<file path="src/rtl/pf_issue_pkg.sv">
package pf_issue_pkg;
  typedef enum logic [1:0] {ST_IDLE, ST_PICK, ST_EMIT} pf_state_e;

  function automatic logic [5:0] abs6(input logic [5:0] v);
    return v[5] ? (~v + 6'd1) : v;
  endfunction
endpackage

</file>
<file path="src/rtl/pf_grade.sv">
module pf_grade #(
  parameter int N_OFF   = 16,
  parameter int OFF_W   = 6,
  parameter int SCORE_W = 10,
  parameter int THR1    = 256,
  parameter int THR2    = 512,
  parameter int THR3    = 768
) (
  input  logic [N_OFF*OFF_W-1:0]   offs,
  input  logic [N_OFF*SCORE_W-1:0] scores,
  output logic [N_OFF*2-1:0]       allow,
  output logic [N_OFF-1:0]         qual
);
  for (genvar i = 0; i < N_OFF; i++) begin : g_ent
    logic [SCORE_W-1:0] s;
    logic               nz;
    assign s  = scores[i*SCORE_W +: SCORE_W];
    assign nz = |offs[i*OFF_W +: OFF_W];
    always_comb begin
      if (!nz)                              allow[i*2 +: 2] = 2'd0;
      else if (s >= SCORE_W'(THR3))         allow[i*2 +: 2] = 2'd3;
      else if (s >= SCORE_W'(THR2))         allow[i*2 +: 2] = 2'd2;
      else if (s >= SCORE_W'(THR1))         allow[i*2 +: 2] = 2'd1;
      else                                  allow[i*2 +: 2] = 2'd0;
    end
    assign qual[i] = |allow[i*2 +: 2];
  end
endmodule

</file>
<file path="src/rtl/pf_pick.sv">
module pf_pick #(
  parameter int N_OFF = 16,
  parameter int OFF_W = 6,
  localparam int IDX_W = $clog2(N_OFF)
) (
  input  logic [N_OFF-1:0]       cand,
  input  logic [N_OFF*OFF_W-1:0] offs,
  output logic                   found,
  output logic [IDX_W-1:0]       idx,
  output logic [OFF_W-1:0]       mag
);
  always_comb begin
    logic [OFF_W-1:0] o, m;
    found = 1'b0;
    idx   = '0;
    mag   = '1;
    for (int i = 0; i < N_OFF; i++) begin
      o = offs[i*OFF_W +: OFF_W];
      m = o[OFF_W-1] ? (~o + 1'b1) : o;
      // strict compare keeps the lowest index on equal magnitude
      if (cand[i] && (!found || m < mag)) begin
        found = 1'b1;
        idx   = IDX_W'(i);
        mag   = m;
      end
    end
  end
endmodule

</file>
<file path="src/rtl/pf_hist.sv">
module pf_hist #(
  parameter int ADDR_W = 32,
  parameter int DEPTH  = 16,
  localparam int CNT_W = $clog2(DEPTH + 1)
) (
  input  logic              clk,
  input  logic              rst_n,
  input  logic              clear,
  input  logic              wr,
  input  logic [ADDR_W-1:0] probe,
  output logic              hit
);
  logic [ADDR_W-1:0] mem [DEPTH];
  logic [CNT_W-1:0]  cnt;

  always_comb begin
    hit = 1'b0;
    for (int i = 0; i < DEPTH; i++)
      if (CNT_W'(i) < cnt && mem[i] == probe) hit = 1'b1;
  end

  always_ff @(posedge clk) begin
    if (!rst_n || clear) begin
      cnt <= '0;
    end else if (wr && cnt < CNT_W'(DEPTH)) begin
      cnt <= cnt + 1'b1;
    end
  end

  for (genvar i = 0; i < DEPTH; i++) begin : g_slot
    always_ff @(posedge clk) begin
      if (wr && !clear && cnt == CNT_W'(i)) mem[i] <= probe;
    end
  end


  no_dup_write_chk: assert property (@(posedge clk) disable iff (!rst_n)
    wr |-> !hit);

  hist_room_chk: assert property (@(posedge clk) disable iff (!rst_n)
    wr |-> cnt < CNT_W'(DEPTH));
endmodule

</file>
<file path="src/rtl/pf_issue.sv">
module pf_issue
  import pf_issue_pkg::*;
#(
  parameter int N_OFF   = 16,
  parameter int OFF_W   = 6,
  parameter int SCORE_W = 10,
  parameter int ADDR_W  = 32,
  parameter int DEG_W   = 4,
  parameter int DEG_MAX = 8,
  parameter int THR1    = 256,
  parameter int THR2    = 512,
  parameter int THR3    = 768
) (
  input  logic                     clk,
  input  logic                     rst_n,
  input  logic                     ref_valid,
  output logic                     ref_ready,
  input  logic [ADDR_W-1:0]        ref_line,
  input  logic [N_OFF*OFF_W-1:0]   off_tbl,
  input  logic [N_OFF*SCORE_W-1:0] score_tbl,
  input  logic [DEG_W-1:0]         degree,
  output logic                     pf_valid,
  input  logic                     pf_ready,
  output logic [ADDR_W-1:0]        pf_line
);
  localparam int IDX_W  = $clog2(N_OFF);
  localparam int CNT_W  = $clog2(DEG_MAX + 1);
  localparam int PROD_W = OFF_W + 3;
  localparam int HIST_D = 2 * DEG_MAX;

  pf_state_e               st;
  logic [ADDR_W-1:0]       ref_q;
  logic [N_OFF*OFF_W-1:0]  offs_q;
  logic [N_OFF*2-1:0]      allow_q, allow_in;
  logic [N_OFF-1:0]        qual_in, pend_q, neg_mask, cand;
  logic [CNT_W-1:0]        deg_c, deg_q, budget;
  logic                    neg_q;
  logic [IDX_W-1:0]        cur_idx, pick_idx;
  logic [1:0]              step, cur_allow;
  logic                    pick_found, hit, last, hs, clr;
  logic [OFF_W-1:0]        pick_mag, cur_off, prev_mag;
  logic                    have_prev;
  logic signed [PROD_W-1:0] prod;

  pf_grade #(.N_OFF(N_OFF), .OFF_W(OFF_W), .SCORE_W(SCORE_W),
             .THR1(THR1), .THR2(THR2), .THR3(THR3)) i_grade (
    .offs(off_tbl), .scores(score_tbl), .allow(allow_in), .qual(qual_in));

  for (genvar i = 0; i < N_OFF; i++) begin : g_sign
    assign neg_mask[i] = offs_q[i*OFF_W + OFF_W - 1];
  end
  assign cand = pend_q & (neg_q ? neg_mask : ~neg_mask);

  pf_pick #(.N_OFF(N_OFF), .OFF_W(OFF_W)) i_pick (
    .cand(cand), .offs(offs_q), .found(pick_found), .idx(pick_idx),
    .mag(pick_mag));

  always_comb begin
    if (degree == '0)                        deg_c = CNT_W'(1);
    else if (degree > DEG_W'(DEG_MAX))       deg_c = CNT_W'(DEG_MAX);
    else                                     deg_c = CNT_W'(degree);
  end

  assign cur_off   = offs_q[cur_idx*OFF_W +: OFF_W];
  assign cur_allow = allow_q[cur_idx*2 +: 2];
  assign prod      = PROD_W'($signed(cur_off)) * PROD_W'($signed({1'b0, step}));
  assign pf_line   = ref_q + {{(ADDR_W-PROD_W){prod[PROD_W-1]}}, prod};
  assign last      = (step == cur_allow);
  assign ref_ready = (st == ST_IDLE);
  assign pf_valid  = (st == ST_EMIT) && !hit;
  assign hs        = pf_valid && pf_ready;
  assign clr       = ref_ready && ref_valid;

  pf_hist #(.ADDR_W(ADDR_W), .DEPTH(HIST_D)) i_hist (
    .clk(clk), .rst_n(rst_n), .clear(clr), .wr(hs), .probe(pf_line),
    .hit(hit));

  always_ff @(posedge clk) begin
    if (!rst_n) begin
      st        <= ST_IDLE;
      ref_q     <= '0;
      offs_q    <= '0;
      allow_q   <= '0;
      pend_q    <= '0;
      deg_q     <= '0;
      budget    <= '0;
      neg_q     <= 1'b0;
      cur_idx   <= '0;
      step      <= '0;
      prev_mag  <= '0;
      have_prev <= 1'b0;
    end else begin
      unique case (st)
        ST_IDLE: if (ref_valid) begin
          ref_q     <= ref_line;
          offs_q    <= off_tbl;
          allow_q   <= allow_in;
          pend_q    <= qual_in;
          deg_q     <= deg_c;
          budget    <= deg_c;
          neg_q     <= 1'b0;
          have_prev <= 1'b0;
          st        <= ST_PICK;
        end
        ST_PICK: begin
          if (pick_found && budget != '0) begin
            cur_idx          <= pick_idx;
            step             <= 2'd1;
            pend_q[pick_idx] <= 1'b0;
            prev_mag         <= pick_mag;
            have_prev        <= 1'b1;
            st               <= ST_EMIT;
          end else if (!neg_q) begin
            neg_q     <= 1'b1;
            budget    <= deg_q;
            have_prev <= 1'b0;
          end else begin
            st <= ST_IDLE;
          end
        end
        ST_EMIT: begin
          if (hit) begin
            if (last) st <= ST_PICK;
            else      step <= step + 2'd1;
          end else if (pf_ready) begin
            budget <= budget - 1'b1;
            if (last || budget == CNT_W'(1)) st <= ST_PICK;
            else                             step <= step + 2'd1;
          end
        end
        default: st <= ST_IDLE;
      endcase
    end
  end


  stall_hold_chk: assert property (@(posedge clk) disable iff (!rst_n)
    pf_valid && !pf_ready |=> pf_valid && $stable(pf_line));

  busy_excl_chk: assert property (@(posedge clk) disable iff (!rst_n)
    ref_ready |-> !pf_valid);

  budget_left_chk: assert property (@(posedge clk) disable iff (!rst_n)
    pf_valid |-> budget != '0);

  mag_order_chk: assert property (@(posedge clk) disable iff (!rst_n)
    (st == ST_PICK) && pick_found && budget != '0 && have_prev |-> pick_mag >= prev_mag);
endmodule

</file>
<file path="config.mk">
export PLATFORM = sky130hd
export DESIGN_NAME = pf_issue
export DESIGN_NICKNAME = d
export VERILOG_FILES = /design/src/rtl/pf_issue_pkg.sv /design/src/rtl/pf_grade.sv /design/src/rtl/pf_pick.sv /design/src/rtl/pf_hist.sv /design/src/rtl/pf_issue.sv
export SDC_FILE = /design/constraint.sdc
export NUM_CORES = 1
export LEC_CHECK = 0
export BUFFER_PORTS_ARGS = -buffer_cell sky130_fd_sc_hd__buf_2
export CAP_MARGIN = 20
export CORE_MARGIN = 10
export CORE_UTILIZATION = 40
export CTS_CLUSTER_DIAMETER = 50
export DETAILED_ROUTE_END_ITERATION = 10
export GPL_TIMING_DRIVEN = 0
export SLEW_MARGIN = 5
export SYNTH_ARGS = -nofsm -noshare
export SYNTH_HDL_FRONTEND = slang
export SYNTH_SLANG_ARGS = --single-unit
</file>
<file path="constraint.sdc">
create_clock -name clk -period 50.7 [get_ports clk]
set_clock_uncertainty 0.1 [all_clocks]
set_input_delay 10.14 -clock clk [delete_from_list [all_inputs] [get_ports clk]]
set_output_delay 10.14 -clock clk [all_outputs]
set_load 0.01 [all_outputs]
</file>
# Yosys cells after proc, flatten, opt, wreduce, memory -nomap -nowiden
# Memories as Yosys holds them, arrays and structs flattened.
# Index checks and enable logic that the tools add are counted.
[classes] n_addsub=20 n_mul=2 magnitude_cmp=83 eq_ne=47 shift=2 muxes=250 n_bitwise=20 n_reduce_logical=150
[op_table] op="32-bit equality test" count=16
[op_table] op="32-bit two-way mux" count=15
[op_table] op="32-bit OR reduction" count=15
[op_table] op="10-bit greater-or-equal comparator (second input constant)" count=32
[op_table] op="6-bit two-way mux" count=31
[op_table] op="10-bit by 9-bit greater-or-equal comparator with 1-bit output (second input constant)" count=16
[op_table] op="2-bit two-way mux" count=62
[op_table] op="4-bit two-way mux" count=30
[op_table] op="1-bit two-way mux" count=99
[op_table] op="6-bit by 1-bit adder with 6-bit output (second input constant)" count=16
[op_table] op="6-bit NOT" count=16
[op_table] op="6-bit OR reduction" count=16
[op_table] op="96-bit by 8-bit indexed part select with 6-bit output" count=1
[op_table] op="6-bit < comparator" count=15
[op_table] op="1-bit logical AND" count=54
[op_table] op="16-bit two-way mux" count=3
[op_table] op="5-bit by 4-bit equality test with 1-bit output (second input constant)" count=8
[op_table] op="4-bit by 5-bit < comparator with 1-bit output (first input constant)" count=8
[op_table] op="32-bit adder" count=1
[op_table] op="16-bit AND" count=2
[op_table] op="16-bit NOT" count=2
[op_table] op="16-bit case mux with 2 select lines" count=1
[op_table] op="2-bit OR reduction" count=16
[op_table] op="32-bit by 6-bit indexed part select with 2-bit output" count=1
[op_table] op="40 further kinds" count=98
[word_totals] ff_bits=198 ram_bits=512 output_inout_bits=34 elab_cells=586 mem_count=1
[memory_table] memory="i_hist.mem" words=16 width=32 read_ports=16 rd_ports_with_merged_regs=0 write_ports=1 line_no="pf_hist.sv:13" source="logic [ADDR_W-1:0] mem [DEPTH];"

# Depth between registers and ports, before layout
[depth] word_depth=72 mapped_depth=152 depth_no_buf=144

# Cells and area by module
# A second synthesis with hierarchy kept.
[unflattened] cells_unflattened=3519 area_unflattened_um2=38637.1
[modules_own_cells] mod="pf_hist" instances=1 cells_per_inst=1343 area_per_inst_um2=21996.1
[modules_own_cells] mod="pf_issue" instances=1 cells_per_inst=1276 area_per_inst_um2=10368.7
[modules_own_cells] mod="pf_pick" instances=1 cells_per_inst=804 area_per_inst_um2=5631.7
[modules_own_cells] mod="pf_grade" instances=1 cells_per_inst=96 area_per_inst_um2=640.6

# Worst setup path before layout
# No wires, ideal clock.
[synth_timing] path_type="reg-to-reg" startpoint="reg offs_q[5]" endpoint="reg pend_q[12]" setup_ns=0.076 t_arrival_ns=27.064 setup_slack_ns=23.460 stages_incl_launch_ff=142 n_path_buf=10 period_less_slack_ns=27.240 cell_sequence="dfxtp_1 buf_4 xnor2_1 and2_1 o211a_1 ha_1 a211oi_1 o2111ai_1 nand2_1 mux2_2 ha_1 nand2_1 o311a_1 a22o_1 nand2_1 mux2_2 ha_1 nand4_1 (+106 left out) a21oi_1 nor2b_1 o21ai_0 nand2_1 o41ai_2 buf_2 nor2_1 a22o_1 a31oi_1 ha_1 a21o_1 a211oi_1 nand2_1 o41ai_4 nor2_1 and3_1 nor3b_1 o22ai_1"
[synth_between] elab_chain_cells=72 word_cells_on_any_way=124 cone_classes="add/sub: 1; order compare: 17; eq/ne: 1; mux: 52; bitwise: 5; reduce/logical: 48"
[synth_rtl] item="start, declared" line_no="pf_issue.sv:33" source="logic [N_OFF*OFF_W-1:0] offs_q;"
[synth_rtl] item="start signal, assigned" line_no="pf_issue.sv:96" source="offs_q <= off_tbl;"
[synth_rtl] item="6-bit NOT / 16-bit NOT (equally long branches)" line_no="pf_pick.sv:19, pf_issue.sv:52"
[synth_rtl] item="6-bit by 1-bit adder with 6-bit output / 16-bit two-way mux (equally long branches)" line_no="pf_pick.sv:19, pf_issue.sv:52"
[synth_rtl] item="6-bit two-way mux / 16-bit AND (equally long branches)" line_no="pf_pick.sv:19, pf_issue.sv:52"
[synth_rtl] item="6-bit two-way mux / 1-bit two-way mux (equally long branches)" line_no="pf_pick.sv:21" source="if (cand[i] && (!found || m < mag)) begin"
[synth_rtl] item="6-bit < comparator / 1-bit zero test (equally long branches)" line_no="pf_pick.sv:21"
[synth_rtl] item="1-bit logical OR" line_no="pf_pick.sv:21"
[synth_rtl] item="1-bit logical AND" line_no="pf_pick.sv:21"
[synth_rtl] item="6-bit two-way mux / 1-bit two-way mux (equally long branches)" line_no="pf_pick.sv:21"
[synth_rtl] item="(+56 left out)"
[synth_rtl] item="4-bit by 5-bit < comparator with 1-bit output (not written as such) / 4-bit by 1-bit greater-or-equal comparator with 1-bit output (equally long branches)" line_no="pf_issue.sv:109" source="pend_q[pick_idx] <= 1'b0;"
[synth_rtl] item="1-bit logical AND (not written as such)" line_no="pf_issue.sv:109"
[synth_rtl] item="1-bit two-way mux (not written as such)" line_no="pf_issue.sv:109"
[synth_rtl] item="1-bit demux with 4-bit select" line_no="pf_issue.sv:109"
[synth_rtl] item="16-bit NOT (no line)"
[synth_rtl] item="16-bit AND (no line)"
[synth_rtl] item="16-bit two-way mux" line_no="pf_issue.sv:106" source="if (pick_found && budget != '0) begin"
[synth_rtl] item="16-bit case mux with 2 select lines" line_no="pf_issue.sv:93" source="unique case (st)"
[synth_rtl] item="end signal, assigned" line_no="pf_issue.sv:98" source="pend_q <= qual_in;"
[synth_rtl] item="end, declared" line_no="pf_issue.sv:35" source="logic [N_OFF-1:0] qual_in, pend_q, neg_mask, cand;"
# Parallel ways exist; a longest one is shown, timed or not. The select of a mux whose other input is x is not followed.
# A chain may end at the register's enable or synchronous reset.

# Worst setup path in the final report
[layout_timing] startpoint="reg offs_q[5]" endpoint="reg pend_q[3]"
# The elaborated chain is that of the path after synthesis.

==> impl_metrics.yaml <==
yosys:
  avgSynthCellArea_um2: 10.96
  yosysUniqueCellTypes: 111
  synth-seq-cells: 710
  ys_async_sr_fraction: 0
  synth_edf_count: 512
  synthFlopType: "edfxtp_1"
  synth_top_area_share: 0.3800
  ys_warn_count: 0
  syn_inst: 3691
  netlist_area_mm2: 0.04046
  synth_area_leaders: "edfxtp_1 (38%), dfxtp_1 (9.8%), xnor2_1 (7.4%)"
  yosys.area.top_type: "edfxtp_1"
  syn-num-nets: 4133
  ys_seq_area_frac: 0.4780
clock_tree:
  root_buffer: "clkbuf_16"
  post_cts.repair.setup_buffers: 0
  cts_tree: "built"
  path_clk_slew_ns: 0.06
  ctsHoldBuffers: 0
  htree_levels: 3
  insertion_delay_ns: 0.72
  cts_resized: 0
  cts_buffers: 92
  clock_path_buffers: 3
  clock-sinks: 710
critical_path:
  cp-start-kind: "flop"
  cpMaxStageDelayCell: "a2111oi_0"
  cp.required_ns: 51.19
  max_stage_delay_ns: 0.84
  timing.rr.start: "offs_q[5]"
  path_max_fanout: 10
  crit_path_start: "offs_q[5]"
  reg2reg_to: "pend_q[3]"
  critical_path_arrival_ns: 34.36
  r2r_slack_ns: 16.83
  cpMostUsedCell: "ha_1"
  ff2ff_path_depth: 143
  cp-end-kind: "flop"
  critPathKind: "reg2reg"
global_route:
  overflow: 0
  grt_max_degree: 31
  antenna_found_initial: 8
  grt_pass1_vias: 30890
  grt_use_total: 0.2482
  grt_pass1_wl_mm: 209.9
sta:
  worst_slack_ns: 16.83
  period_needed_ns: 33.87
  final-setup-viol-count: 0
  slew_viol_final: 0
  slew_headroom: 0.1748
  worst_pin_slew_ns: 1.238
  fin_crit_sh: 0.6680
  fmax_ghz: 0.02953
  final_hold_viol_count: 0
  rsz0062_at_grt: "false"
  fin_setup_tns_ns: 0
route:
  dr.first_iter.drc_count: 3287
  post-route-drc-count: 0
  drt-pass1-iter-count: 6
  drt_wl_total_mm: 145.3
  antenna_left: 0
  viasPerCell: 5.865
  vias: 32130
  post_drt_wl_per_cell_um: 26.51
finish:
  finalNetCount: 4486
  drive_gt1_frac: 0.1363
  multiInputGateArea_mm2: 0.02005
  syn_to_final_growth_pct: 16.20
  fillers: 9176
  fin_cells: 5479
  regArea_mm2: 0.01934
pwr:
  p_per_area_mw_per_mm2: 61.62
  vdd_ir_drop_max_mv: 0.04710
  p_leak_nw: 17.32
placed_design:
  place.gp.congestion: 0.9900
  dp_hpwl_mm: 111.3
  place_ws_ns: 17.33
  place_inst: 5300
  place.port_buffers: 200
hold_path:
  min_from: "budget[1]"
  whs_path_depth: 2
  whs_endpoint: "budget[1]"
  hp-class: "reg2reg"
die:
  initial_utilization: 0.4034
  chipWidth_um: 338.0
  rows: 116
  io_pins: 330
  die_area_mm2: 0.1143
  die_y_um: 338.0
  core_mm2: 0.1003
job:
  cap_violations: 0
run_status:
  outcome: "complete, no violations"
worst max path at each step:
stage,to,slack [ns]
6_report,pend_q[3],16.83
5_1_grt,pend_q[7],13.67
4_1_cts,pend_q[3],17.15
3_5_place_dp,pend_q[3],17.33
3_3_place_gp,pend_q[3],17.14
2_1_floorplan,pend_q[12],23.46
state kept, by name, indices dropped and copies added, names as in the netlist:
name / flops
deg_q: 4
pend_q: 16
step: 2
st: 2
i_hist.cnt: 5
allow_q: 32
neg_q: 1
offs_q: 96
budget: 4
cur_idx: 4
ref_q: 32
i_hist.mem: 512
logic make-up after synthesis:
kind of cell | count (synthesis) | share of synthesized area
compound gates | 897 | 0.1617
xor+xnor | 547 | 0.1250
fa+ha+maj | 146 | 0.04552
buf+inv | 303 | 0.02956
flops | 710 | 0.4780
mux | 78 | 0.03222
simple gates | 1010 | 0.1279
cell usage after synthesis (84+ instances only):
master / number
edfxtp_1: 512
xnor2_1: 341
nand2_1: 250
nor2_1: 221
dfxtp_1: 198
xor2_1: 186
o21ai_0: 154
ha_1: 144
a22o_1: 137
clkbuf_1: 127
a21oi_1: 122
inv_1: 122
nor3_1: 84
area by class of cell:
cell class                 instances  area share
multi-input combinational       2678      0.4265
sequential                       710      0.4113
clock buffer                     112     0.05277
inverter                         130     0.01038
antenna                            5   0.0002661
tap                             1357     0.03611
buffer                           173     0.01520
clock inverter                    55     0.01365
timing repair buffer             259     0.03377
worst max-delay path: cells and delay by family, from the launching register on:
family,cells,cell delay [ns]
AO/OA/AOI/OAI,69,17.30
AND/OR/NAND/NOR,40,6.46
adder cells (fa/ha/maj),15,4.10
buffers and inverters,14,3.65
multiplexers,4,1.45
XOR/XNOR,1,0.31
flip-flops,1,0.30
per-stage QoR:
stage                     total power, W  utilization  hold WS (ns)  instance area (µm²)
final                           0.002897       0.4688        0.3756                47010
after global routing            0.003064       0.4687        0.3929                47000
after floorplan                 0.001736            -        0.3260                40460
after global placement          0.002205       0.4303        0.3526                43160
after detailed placement        0.002212       0.4368        0.3606                43810
after CTS                       0.002881       0.4680        0.3728                46930
metal layers:
layer  track usage  part of all wire  wire length [µm]
met5             0           0.00017                25
met1        0.3243              0.41             59770
met4       0.09018             0.038              5467
met2        0.4090              0.47             67830
met3       0.04396             0.084             12170
cell usage in the layout (no fill, tap or decap), types with 32 or more instances in the layout:
cell type / synthesis / routed
clkbuf_16: 0 / 95
clkbuf_1: 127 / 135
o21ai_0: 154 / 153
a21o_1: 52 / 52
buf_2: 26 / 230
nand2b_1: 36 / 36
o21a_1: 43 / 43
buf_4: 3 / 39
nor3_1: 84 / 80
dfxtp_1: 198 / 198
mux4_2: 41 / 41
and2_1: 36 / 36
nand2_1: 250 / 250
a21oi_1: 122 / 122
nor4_1: 58 / 54
nor2_1: 221 / 214
inv_1: 122 / 122
nand3_1: 74 / 74
nand4_1: 60 / 60
xnor2_1: 341 / 339
o31ai_1: 32 / 32
a31oi_1: 35 / 35
xor2_1: 186 / 186
ha_1: 144 / 144
edfxtp_1: 512 / 512
a22o_1: 137 / 137
o211ai_1: 38 / 38
power breakdown:
part,internal (W),switching [W]
Sequential,0.000700,0.0000383
Clock,0.000389,0.000276
Combinational,0.000532,0.000962
(Power assumes the default switching activity.)
